<file path="src/rtl/pll_calc_pkg.sv">
package pll_calc_pkg;

  typedef enum logic [2:0] {
    ST_IDLE,
    ST_NORM,
    ST_RATIO,
    ST_SEARCH,
    ST_PIXDIV,
    ST_FINISH
  } calcState_t;

  typedef struct packed {
    logic loadOps;
    logic shiftDown;
    logic shiftUp;
    logic ratioInit;
    logic divStep;
    logic useSys;
    logic searchInit;
    logic searchStep;
    logic pixInit;
    logic frqCapture;
    logic resultCapture;
  } calcStrobes_t;

  typedef struct packed {
    logic driveHigh;
    logic driveLow;
    logic searchGo;
  } calcStatus_t;

endpackage

</file>
<file path="src/rtl/pll_calc_divstep.sv">
module pll_calc_divstep #(
  parameter int W = 32
) (
  input  logic [W-1:0] remIn,
  input  logic [W-1:0] quoIn,
  input  logic [W-1:0] den,
  output logic [W-1:0] remOut,
  output logic [W-1:0] quoOut
);

  logic [W:0] trial;
  logic [W:0] diff;
  logic       ge;

  always_comb begin
    trial  = {remIn, quoIn[W-1]};
    diff   = trial - {1'b0, den};
    ge     = trial >= {1'b0, den};
    remOut = ge ? diff[W-1:0] : trial[W-1:0];
    quoOut = {quoIn[W-2:0], ge};
  end

endmodule

</file>
<file path="src/rtl/pll_calc_ctrl.sv">
module pll_calc_ctrl
  import pll_calc_pkg::*;
#(
  parameter int W = 32
) (
  input  logic         clk,
  input  logic         rstN,
  input  logic         start,
  input  calcStatus_t  status,
  output calcStrobes_t strobes,
  output logic         busy,
  output logic         done
);

  localparam int CNT_W = $clog2(W);
  localparam logic [CNT_W-1:0] LAST_STEP = CNT_W'(W - 1);

  calcState_t state, stateNext;
  logic [CNT_W-1:0] stepCnt;

  always_comb begin
    strobes   = '0;
    stateNext = state;
    unique case (state)
      ST_IDLE: begin
        if (start) begin
          strobes.loadOps = 1'b1;
          stateNext       = ST_NORM;
        end
      end
      ST_NORM: begin
        if (status.driveHigh) begin
          strobes.shiftDown = 1'b1;
        end else if (status.driveLow) begin
          strobes.shiftUp = 1'b1;
        end else begin
          strobes.ratioInit = 1'b1;
          stateNext         = ST_RATIO;
        end
      end
      ST_RATIO: begin
        strobes.divStep = 1'b1;
        strobes.useSys  = 1'b1;
        if (stepCnt == LAST_STEP) begin
          strobes.frqCapture = 1'b1;
          strobes.searchInit = 1'b1;
          stateNext          = ST_SEARCH;
        end
      end
      ST_SEARCH: begin
        if (status.searchGo) begin
          strobes.searchStep = 1'b1;
        end else begin
          strobes.pixInit = 1'b1;
          stateNext       = ST_PIXDIV;
        end
      end
      ST_PIXDIV: begin
        strobes.divStep = 1'b1;
        if (stepCnt == LAST_STEP) begin
          strobes.resultCapture = 1'b1;
          stateNext             = ST_FINISH;
        end
      end
      ST_FINISH: stateNext = ST_IDLE;
      default:   stateNext = ST_IDLE;
    endcase
  end

  always_ff @(posedge clk) begin
    if (!rstN) begin
      state   <= ST_IDLE;
      stepCnt <= '0;
    end else begin
      state <= stateNext;
      if (strobes.ratioInit || strobes.pixInit) stepCnt <= '0;
      else if (strobes.divStep)                 stepCnt <= stepCnt + 1'b1;
    end
  end

  assign busy = (state != ST_IDLE);
  assign done = (state == ST_FINISH);


  done_pulse_chk: assert property (@(posedge clk) disable iff (!rstN)
    done |=> !done);


  ratio_len_chk: assert property (@(posedge clk) disable iff (!rstN)
    (state == ST_RATIO && stepCnt == LAST_STEP) |=> (state == ST_SEARCH));

endmodule

</file>
<file path="src/rtl/pll_calc_dp.sv">
module pll_calc_dp
  import pll_calc_pkg::*;
#(
  parameter int          W           = 32,
  parameter logic [31:0] LO_REF      = 32'd4_000_000,
  parameter logic [31:0] HI_REF      = 32'd8_000_000,
  parameter int          SEL_BITS    = 3,
  parameter int          SEL_POS     = 23,
  parameter int          VCO_SHIFT   = 4,
  parameter int          SCALE_SHIFT = 12,
  parameter int          DIV_MAX     = 255
) (
  input  logic         clk,
  input  logic         rstN,
  input  calcStrobes_t strobes,
  input  logic [W-1:0] reqFreq,
  input  logic [W-1:0] sysFreq,
  input  logic [W-1:0] pixels,
  input  logic [W-1:0] ctrlBase,
  output calcStatus_t  status,
  output logic [W-1:0] frqWord,
  output logic [W-1:0] ctrlWord,
  output logic [W-1:0] scaleWord
);

  localparam int DIV_W = $clog2(DIV_MAX + 1);
  localparam logic [SEL_BITS-1:0] SEL_START = '1;
  localparam logic [W-1:0] LO_W = W'(LO_REF);
  localparam logic [W-1:0] HI_W = W'(HI_REF);

  logic [W-1:0] freqReg, sysReg, pixReg, baseReg;
  logic [W-1:0] drive, remReg, quoReg, frqHold;
  logic [SEL_BITS-1:0] selReg;
  logic [DIV_W-1:0] pixDiv;

  logic [W-1:0] den, remNext, quoNext;
  logic [W:0]   thresh;
  logic [DIV_W-1:0] divClamp;
  logic [W-1:0] divWide;

  assign den    = strobes.useSys ? sysReg : freqReg;
  assign thresh = {1'b0, freqReg} + {2'b0, freqReg[W-1:1]};

  always_comb begin
    status.driveHigh = drive > HI_W;
    status.driveLow  = (drive < LO_W) && (drive != '0);
    status.searchGo  = (selReg != '0) && ({1'b0, drive} > thresh);
  end

  pll_calc_divstep #(.W(W)) u_divstep (
    .remIn (remReg),
    .quoIn (quoReg),
    .den   (den),
    .remOut(remNext),
    .quoOut(quoNext)
  );

  always_comb begin
    if (quoNext == '0)                divClamp = DIV_W'(1);
    else if (quoNext > W'(DIV_MAX))   divClamp = DIV_W'(DIV_MAX);
    else                              divClamp = quoNext[DIV_W-1:0];
    divWide = W'(divClamp);
  end

  always_ff @(posedge clk) begin
    if (!rstN) begin
      freqReg   <= '0;
      sysReg    <= '0;
      pixReg    <= '0;
      baseReg   <= '0;
      drive     <= '0;
      remReg    <= '0;
      quoReg    <= '0;
      frqHold   <= '0;
      selReg    <= '0;
      pixDiv    <= '0;
      frqWord   <= '0;
      ctrlWord  <= '0;
      scaleWord <= '0;
    end else begin
      if (strobes.loadOps) begin
        freqReg <= reqFreq;
        sysReg  <= sysFreq;
        pixReg  <= pixels;
        baseReg <= ctrlBase;
        drive   <= reqFreq;
      end
      if (strobes.shiftDown) drive <= drive >> 1;
      if (strobes.shiftUp)   drive <= drive << 1;
      if (strobes.ratioInit) begin
        remReg <= drive;
        quoReg <= '0;
      end
      if (strobes.pixInit) begin
        remReg <= '0;
        quoReg <= drive + (freqReg >> 1);
      end
      if (strobes.divStep) begin
        remReg <= remNext;
        quoReg <= quoNext;
      end
      if (strobes.frqCapture) frqHold <= quoNext;
      if (strobes.searchInit) begin
        selReg <= SEL_START;
        drive  <= drive << VCO_SHIFT;
      end
      if (strobes.searchStep) begin
        selReg <= selReg - 1'b1;
        drive  <= drive >> 1;
      end
      if (strobes.resultCapture) begin
        pixDiv    <= divClamp;
        frqWord   <= frqHold;
        ctrlWord  <= baseReg | (W'(selReg) << SEL_POS);
        scaleWord <= (divWide << SCALE_SHIFT) + divWide * pixReg;
      end
    end
  end


  drive_range_chk: assert property (@(posedge clk) disable iff (!rstN)
    strobes.ratioInit |-> ((drive >= LO_W && drive <= HI_W) || drive == '0));


  sel_wrap_chk: assert property (@(posedge clk) disable iff (!rstN)
    strobes.searchStep |=> (selReg != SEL_START));


  clamp_chk: assert property (@(posedge clk) disable iff (!rstN)
    strobes.resultCapture |=> (pixDiv != '0 && 32'(pixDiv) <= 32'(DIV_MAX)));

endmodule

</file>
<file path="src/rtl/pll_calc.sv">
module pll_calc
  import pll_calc_pkg::*;
#(
  parameter int W = 32
) (
  input  logic         clk,
  input  logic         rstN,
  input  logic         start,
  input  logic [W-1:0] reqFreq,
  input  logic [W-1:0] sysFreq,
  input  logic [W-1:0] pixels,
  input  logic [W-1:0] ctrlBase,
  output logic         busy,
  output logic         done,
  output logic [W-1:0] frqWord,
  output logic [W-1:0] ctrlWord,
  output logic [W-1:0] scaleWord
);

  calcStrobes_t strobes;
  calcStatus_t  status;

  pll_calc_ctrl #(.W(W)) u_ctrl (
    .clk    (clk),
    .rstN   (rstN),
    .start  (start),
    .status (status),
    .strobes(strobes),
    .busy   (busy),
    .done   (done)
  );

  pll_calc_dp #(.W(W)) u_dp (
    .clk      (clk),
    .rstN     (rstN),
    .strobes  (strobes),
    .reqFreq  (reqFreq),
    .sysFreq  (sysFreq),
    .pixels   (pixels),
    .ctrlBase (ctrlBase),
    .status   (status),
    .frqWord  (frqWord),
    .ctrlWord (ctrlWord),
    .scaleWord(scaleWord)
  );


  hold_chk: assert property (@(posedge clk) disable iff (!rstN)
    (!done && $past(!done)) |-> ($stable(frqWord) && $stable(ctrlWord) && $stable(scaleWord)));

endmodule

</file>
<file path="config.mk">
export PLATFORM = sky130hd
export DESIGN_NAME = pll_calc
export DESIGN_NICKNAME = d
export VERILOG_FILES = /design/src/rtl/pll_calc_pkg.sv /design/src/rtl/pll_calc_divstep.sv /design/src/rtl/pll_calc_ctrl.sv /design/src/rtl/pll_calc_dp.sv /design/src/rtl/pll_calc.sv
export SDC_FILE = /design/constraint.sdc
export NUM_CORES = 2
export LEC_CHECK = 0
export BUFFER_PORTS_ARGS = -buffer_cell sky130_fd_sc_hd__buf_2
export CAP_MARGIN = 20
export CORE_MARGIN = 3
export CORE_UTILIZATION = 45
export CTS_CLUSTER_SIZE = 14
export DETAILED_ROUTE_END_ITERATION = 7
export GPL_TIMING_DRIVEN = 0
export PLACE_DENSITY = 0.63
export SETUP_SLACK_MARGIN = 0.5
export SYNTH_ARGS = -nofsm -noshare
export SYNTH_HDL_FRONTEND = slang
export SYNTH_HIERARCHICAL = 1
export SYNTH_SLANG_ARGS = --single-unit
</file>
<file path="constraint.sdc">
create_clock -name clk -period 17 [get_ports clk]
set_clock_uncertainty 0.05 [all_clocks]
set_input_delay 0 -clock clk [delete_from_list [all_inputs] [get_ports clk]]
set_output_delay 0 -clock clk [all_outputs]
set_load 0.02 [all_outputs]
</file>
== Word level (Yosys, flattened, before mapping) ==
Index checks and enable logic that the tools add are counted.
Storage, ports and cells
  flip-flop bits (word level): 363
  bits in latches: 0
  RAM bits: 0
  ROM bits: 0
  output and inout bits: 98
  logic and storage cells: 96
  memories: 0
Operators by class
  add/subtract/negate cells: 6
  multiply operators: 1
  divide/modulo/power cells: 0
  $lt $le $gt $ge: 5
  equal/unequal tests: 12
  shift-type cells: 0
  mux-type cells: 39
  bitwise operators: 2
  reductions and logical operators: 16
Operators by type and width (count)
  two-way mux 32 bit: 12
  adder 32 x 31 -> 33 bit: 1
  >= comparator 33 x 32 -> 1 bit: 1
  > comparator 32 x 33 -> 1 bit: 1
  adder 20 x 32 -> 32 bit: 1
  adder 32 x 31 -> 32 bit: 1
  > comparator 32 x 23 -> 1 bit, second input constant: 1
  > comparator 32 x 8 -> 1 bit, second input constant: 1
  zero test 32 bit: 1
  < comparator 32 x 22 -> 1 bit, second input constant: 1
  multiplier 8 x 32 -> 32 bit: 1
  OR 32 x 26 -> 32 bit: 1
  nonzero test 32 bit: 1
  subtractor 32 bit: 1
  two-way mux 31 bit: 1
  two-way mux 3 bit: 9
  two-way mux 8 bit: 2
  one-hot mux 3 bit (5 select lines): 1
  two-way mux 1 bit: 11
  nonzero test 3 bit: 3
  != test 2 bit, second input constant: 4
  equality test 3 x 2 -> 1 bit, second input constant: 2
  equality test 3 bit, second input constant: 2
  two-way mux 2 bit: 3
  14 further kinds: 18

== Logic depth before layout (Yosys ltp) ==
  word-level depth: 10
  mapped depth: 42
  gate-level depth less buffers: 32

== Cells and area by module ==
Netlist, hierarchy kept.
Modules (own cells, without submodules)
  pll_calc_dp: instances 1, cells an instance 2954, area an instance 25688.4 um2, sequential area each 7106.8 um2
  pll_calc_divstep: instances 1, cells an instance 355, area an instance 2571.2 um2, sequential area each 0.0 um2
  pll_calc_ctrl: instances 1, cells an instance 71, area an instance 566.8 um2, sequential area each 160.2 um2

== Worst setup path before layout ==
Ideal clock, no wire load.
  path kind: register to register
  start: register u_ctrl.state[0]
  end: register u_dp.scaleWord[30]
  library setup time: 122 ps
  arrival: 8994 ps
  data required time: 16828 ps
  setup slack: 7834 ps
  stages on the path, launching flop included: 40
  clock period less this slack: 9166 ps
  cell sequence: dfxtp_1 > buf_2 > buf_2 > nor3b_1 > clkbuf_1 > clkbuf_1 > mux2_2 > inv_1 > ha_1 > a21oi_2 > a211oi_1 > or3_4 > nor4b_4 > o21ai_2 > a31oi_4 > o21a_4 > inv_2 > buf_6 > [... 4 more ...] > clkbuf_1 > and2_1 > fa_1 > fa_1 > fa_1 > inv_1 > fa_1 > inv_1 > ha_1 > clkbuf_1 > a21o_1 > a21o_1 > a211o_1 > nand2b_1 > a31o_2 > a31oi_1 > nor4_1 > a311o_1
RTL lines
  from (decl): line pll_calc_ctrl.sv:18  | calcState_t state, stateNext;
  from (signal assigned): line pll_calc_ctrl.sv:75  | state <= stateNext;
  to (signal assigned): line pll_calc_dp.sv:115  | scaleWord <= (divWide << SCALE_SHIFT) + divWide * pixReg;
  to (decl): line pll_calc_dp.sv:23  | output logic [W-1:0] scaleWord

==> impl_results.md <==
* Status: completed
* MaxCap Viol Count at 0
* Count of state elements after synthesis at 363
* Most frequent cells in the layout: nor2_1 (440), dfxtp_1 (363), mux2i_1 (278), inv_1 (274), buf_2 (234)
* Smallest setup slack after layout at 5.95 ns
* Endpoints failing setup at 0
* Measured slew at the worst slew-check pin at 1.17 ns
* Cells after Synth at 3,380
* Hold Fails Final Rpt at 0
* CTS root buffer: clkbuf_16
* Worst hold path class: input port to flip-flop
* Reg-to-reg endpoint: u_dp/scaleWord[31]
* Reg-to-reg startpoint: u_ctrl/state[0]
* Post-synth EDFFs at 0
* First-pass GRT wire length at 145 mm
* Tcrit/Tclk final at 0.650
* Leak at 15.1 nW
* Hold Path Sink: u_dp/pixReg[3]
* Crit path kind: flip-flop to flip-flop
* Die Y-Extent at 259 microns
* Post-Syn Nets at 3,868
* CP Max Fanout at 10
* Antenna viol nets, final at 0
* Net count, final at 4,272
* Hold path cells at 4
* FF-to-FF path depth at 41
* Port buffer count at 228
* Inserted Clock Buffers at 43
* Io pins at 229
* Bufs and invs on worst path at 15
* Via/cell ratio at 5.52
* Starting Density at 0.456
* Crit path launch type: flip-flop
* Final WL at 94.6 mm
* Core area at 63,200 sq um
* Pins over their slew limit at 0
* 1st-pass router iterations at 7
* Setup crit end kind: flip-flop
* Max Clock Freq at 0.0905 GHz
* H-Tree Depth at 2
* Top delay family on crit path: buffers and inverters
* Die area at 67,100 sq um
* # clock sinks at 363
* Rows at 92
* Residual DRC count at 0
* Clock buffer depth at 3
* Register area share after synthesis at 0.252
* Commonest non-fill, non-tap cell in the layout: nor2_1
* CTS tree: built
* Layout cells sized above 1 at 0.113
* Tmin final at 11.05 ns
* Post-DP HPWL at 73.5 mm
* Power Dens Cells at 227 nW/um^2
* Reg2reg setup slack at 5.95 ns
* Post-CTS setup buffers at 0
* Initial antenna violation count at 0
* Yosys top cell area share at 0.252
* Crit path DAT at 11.45 ns
* Synth area leaders: dfxtp_1 (25%), fa_1 (12%), mux2i_1 (9.7%)
* Pre-CTS WS at 6.08 ns
* Setup TNS at 0 ns
* Netlist Area Pre-Place at 28,800 sq um
* Largest net degree at the start of global routing at 14
* RSZ-0062 raised after global routing: no
* Syn. warnings at 6
* Die X at 259 microns
* Gr usage total at 0.277
* Hold_ws at 0.118 ns
* HP Start: pixels[3]
* Worst path slowest cell: o41ai_1
* Top FF cell, synth: dfxtp_1
* Relative slew slack at 0.220
* Antenna Cells at 0
* Number of global-route vias before repair at 24,600
* Crit path top cell by count: clkbuf_1
* Synth unique cells at 85
* Worst-path clk slew at 0.06 ns
* DRT iter0 DRCs at 2,017
* Total grt overflow at 0
* RePlAce Congestion at 0.996
* Async SR Flop Fraction at 0
* Slowest stage delay, CP at 0.65 ns
* Area Growth Syn to Fin at 17.2%
* Worst-Skew Late Latency at 0.60 ns
* Synth Area per Inst at 8.53 sq um
* Maximum VDD drop at 0.278 mV
* Largest area contributor in the netlist: dfxtp_1
* Worst path required time at 17.40 ns
* Wire per inst at 20.3 microns
* Total number of vias at 25,700
## state kept, by name, summed over array words and instances (netlist names), 5 cells and up
name and flops:
u_dp/frqHold 32, u_dp/freqReg 32, u_dp/remReg 32, u_ctrl/stepCnt 5
u_dp/pixReg 32, u_dp/drive 32, u_dp/baseReg 32, u_dp/quoReg 32
u_dp/scaleWord 32, u_dp/ctrlWord 32, u_dp/sysReg 32, u_dp/frqWord 32
## synthesized netlist by cell type, types with 15 or more instances
library cell and count:
a211oi_1 26, buf_4 33, and2_1 197, buf_1 25
nand3_1 38, inv_1 274, nor3_1 36, o21a_1 18
o211ai_1 42, a21o_1 64, ha_1 190, a31oi_1 17
xnor2_1 73, mux2_2 53, nor2_1 440, dfxtp_1 363
clkbuf_1 161, a222oi_1 16, nand4_1 28, nor2b_1 21
a21oi_1 212, xor2_1 37, o21bai_1 15, o21ai_0 151
nor4_1 18, fa_1 167, nand2b_1 17, mux2i_1 278
nand2_1 171
## layout make-up
class                           instances  area [sq um]
Timing Repair Buffer                  359          2450
Inverter                              276          1040
Fill cell                            5977         29400
Clock inverter                         22           287
Sequential cell                       363          7270
Buffer                                228          1020
Clock buffer                           55          1170
Tap cell                              846          1060
Multi-Input combinational cell       2513         19500
## worst reg2reg max path, delay by kind of cell (launching register included)
family / cells / cell delay [ns]
buffers and inverters: 15 / 2.97
adders and majority gates: 6 / 2.51
and+or+nand+nor: 9 / 2.18
AOI/OAI and AO/OA: 8 / 2.14
muxes: 2 / 0.55
DFF: 1 / 0.30
xor gates and xnor gates: 1 / 0.17
## worst max path at each step
stage | start | end | slack (ns) | depth (start not counted)
final | u_ctrl/state[0] | u_dp/scaleWord[31] | 5.95 | 41
after global routing | u_ctrl/state[0] | u_dp/scaleWord[31] | 5.30 | 41
after CTS | u_ctrl/state[0] | u_dp/scaleWord[31] | 6.04 | 41
after detailed placement | u_ctrl/state[0] | u_dp/scaleWord[31] | 6.08 | 41
after global placement | u_ctrl/state[0] | u_dp/scaleWord[31] | 6.20 | 40
after floorplan | u_ctrl/state[0] | u_dp/scaleWord[30] | 7.83 | 39
## power by group
part / total, W / switching (W) / leakage [nW] / internal (W)
clock network: 0.000964 / 0.000406 / 0.719 / 0.000557
logic: 0.00551 / 0.00343 / 11.5 / 0.00208
registers: 0.00119 / 0.000221 / 2.96 / 0.000973
total: 0.00767 / 0.00405 / 15.1 / 0.00361
## per-layer routing
layer,GRT usage,share of wire
met1,0.377,0.45
met2,0.448,0.45
met3,0.0435,0.064
met4,0.0921,0.035
met5,0,0
## metrics by stage
| stage | util | cells | power, W | instance area [sq um] |
|---|---|---|---|---|
| 3_5_place_dp | 0.491 | 4454 | 0.00665 | 31000 |
| 5_1_grt | 0.535 | 4662 | 0.00838 | 33800 |
| 4_1_cts | 0.535 | 4662 | 0.00767 | 33800 |
| 3_3_place_gp | 0.491 | 4454 | 0.00664 | 31000 |
| 2_1_floorplan | - | 3380 | 0.00503 | 28800 |
| 6_report | 0.535 | 4662 | 0.00767 | 33800 |
## logic make-up after synthesis
| logic type | count (synthesis) | synth area share |
|---|---|---|
| adder cells (fa/ha/maj) | 357 | 0.198 |
| XOR/XNOR | 113 | 0.0358 |
| AND/OR/NAND/NOR | 1033 | 0.173 |
| flip-flops | 363 | 0.252 |
| AO/OA/AOI/OAI | 668 | 0.146 |
| buffers and inverters | 504 | 0.0713 |
| multiplexers | 342 | 0.123 |
## what timing repair did
action | in CTS | in global routing
hold buffers | 131 | 0
gates resized for setup | 0 | 0
endpoints found under the hold margin | 139 | 0
Power figures use the tool's default switching activity.
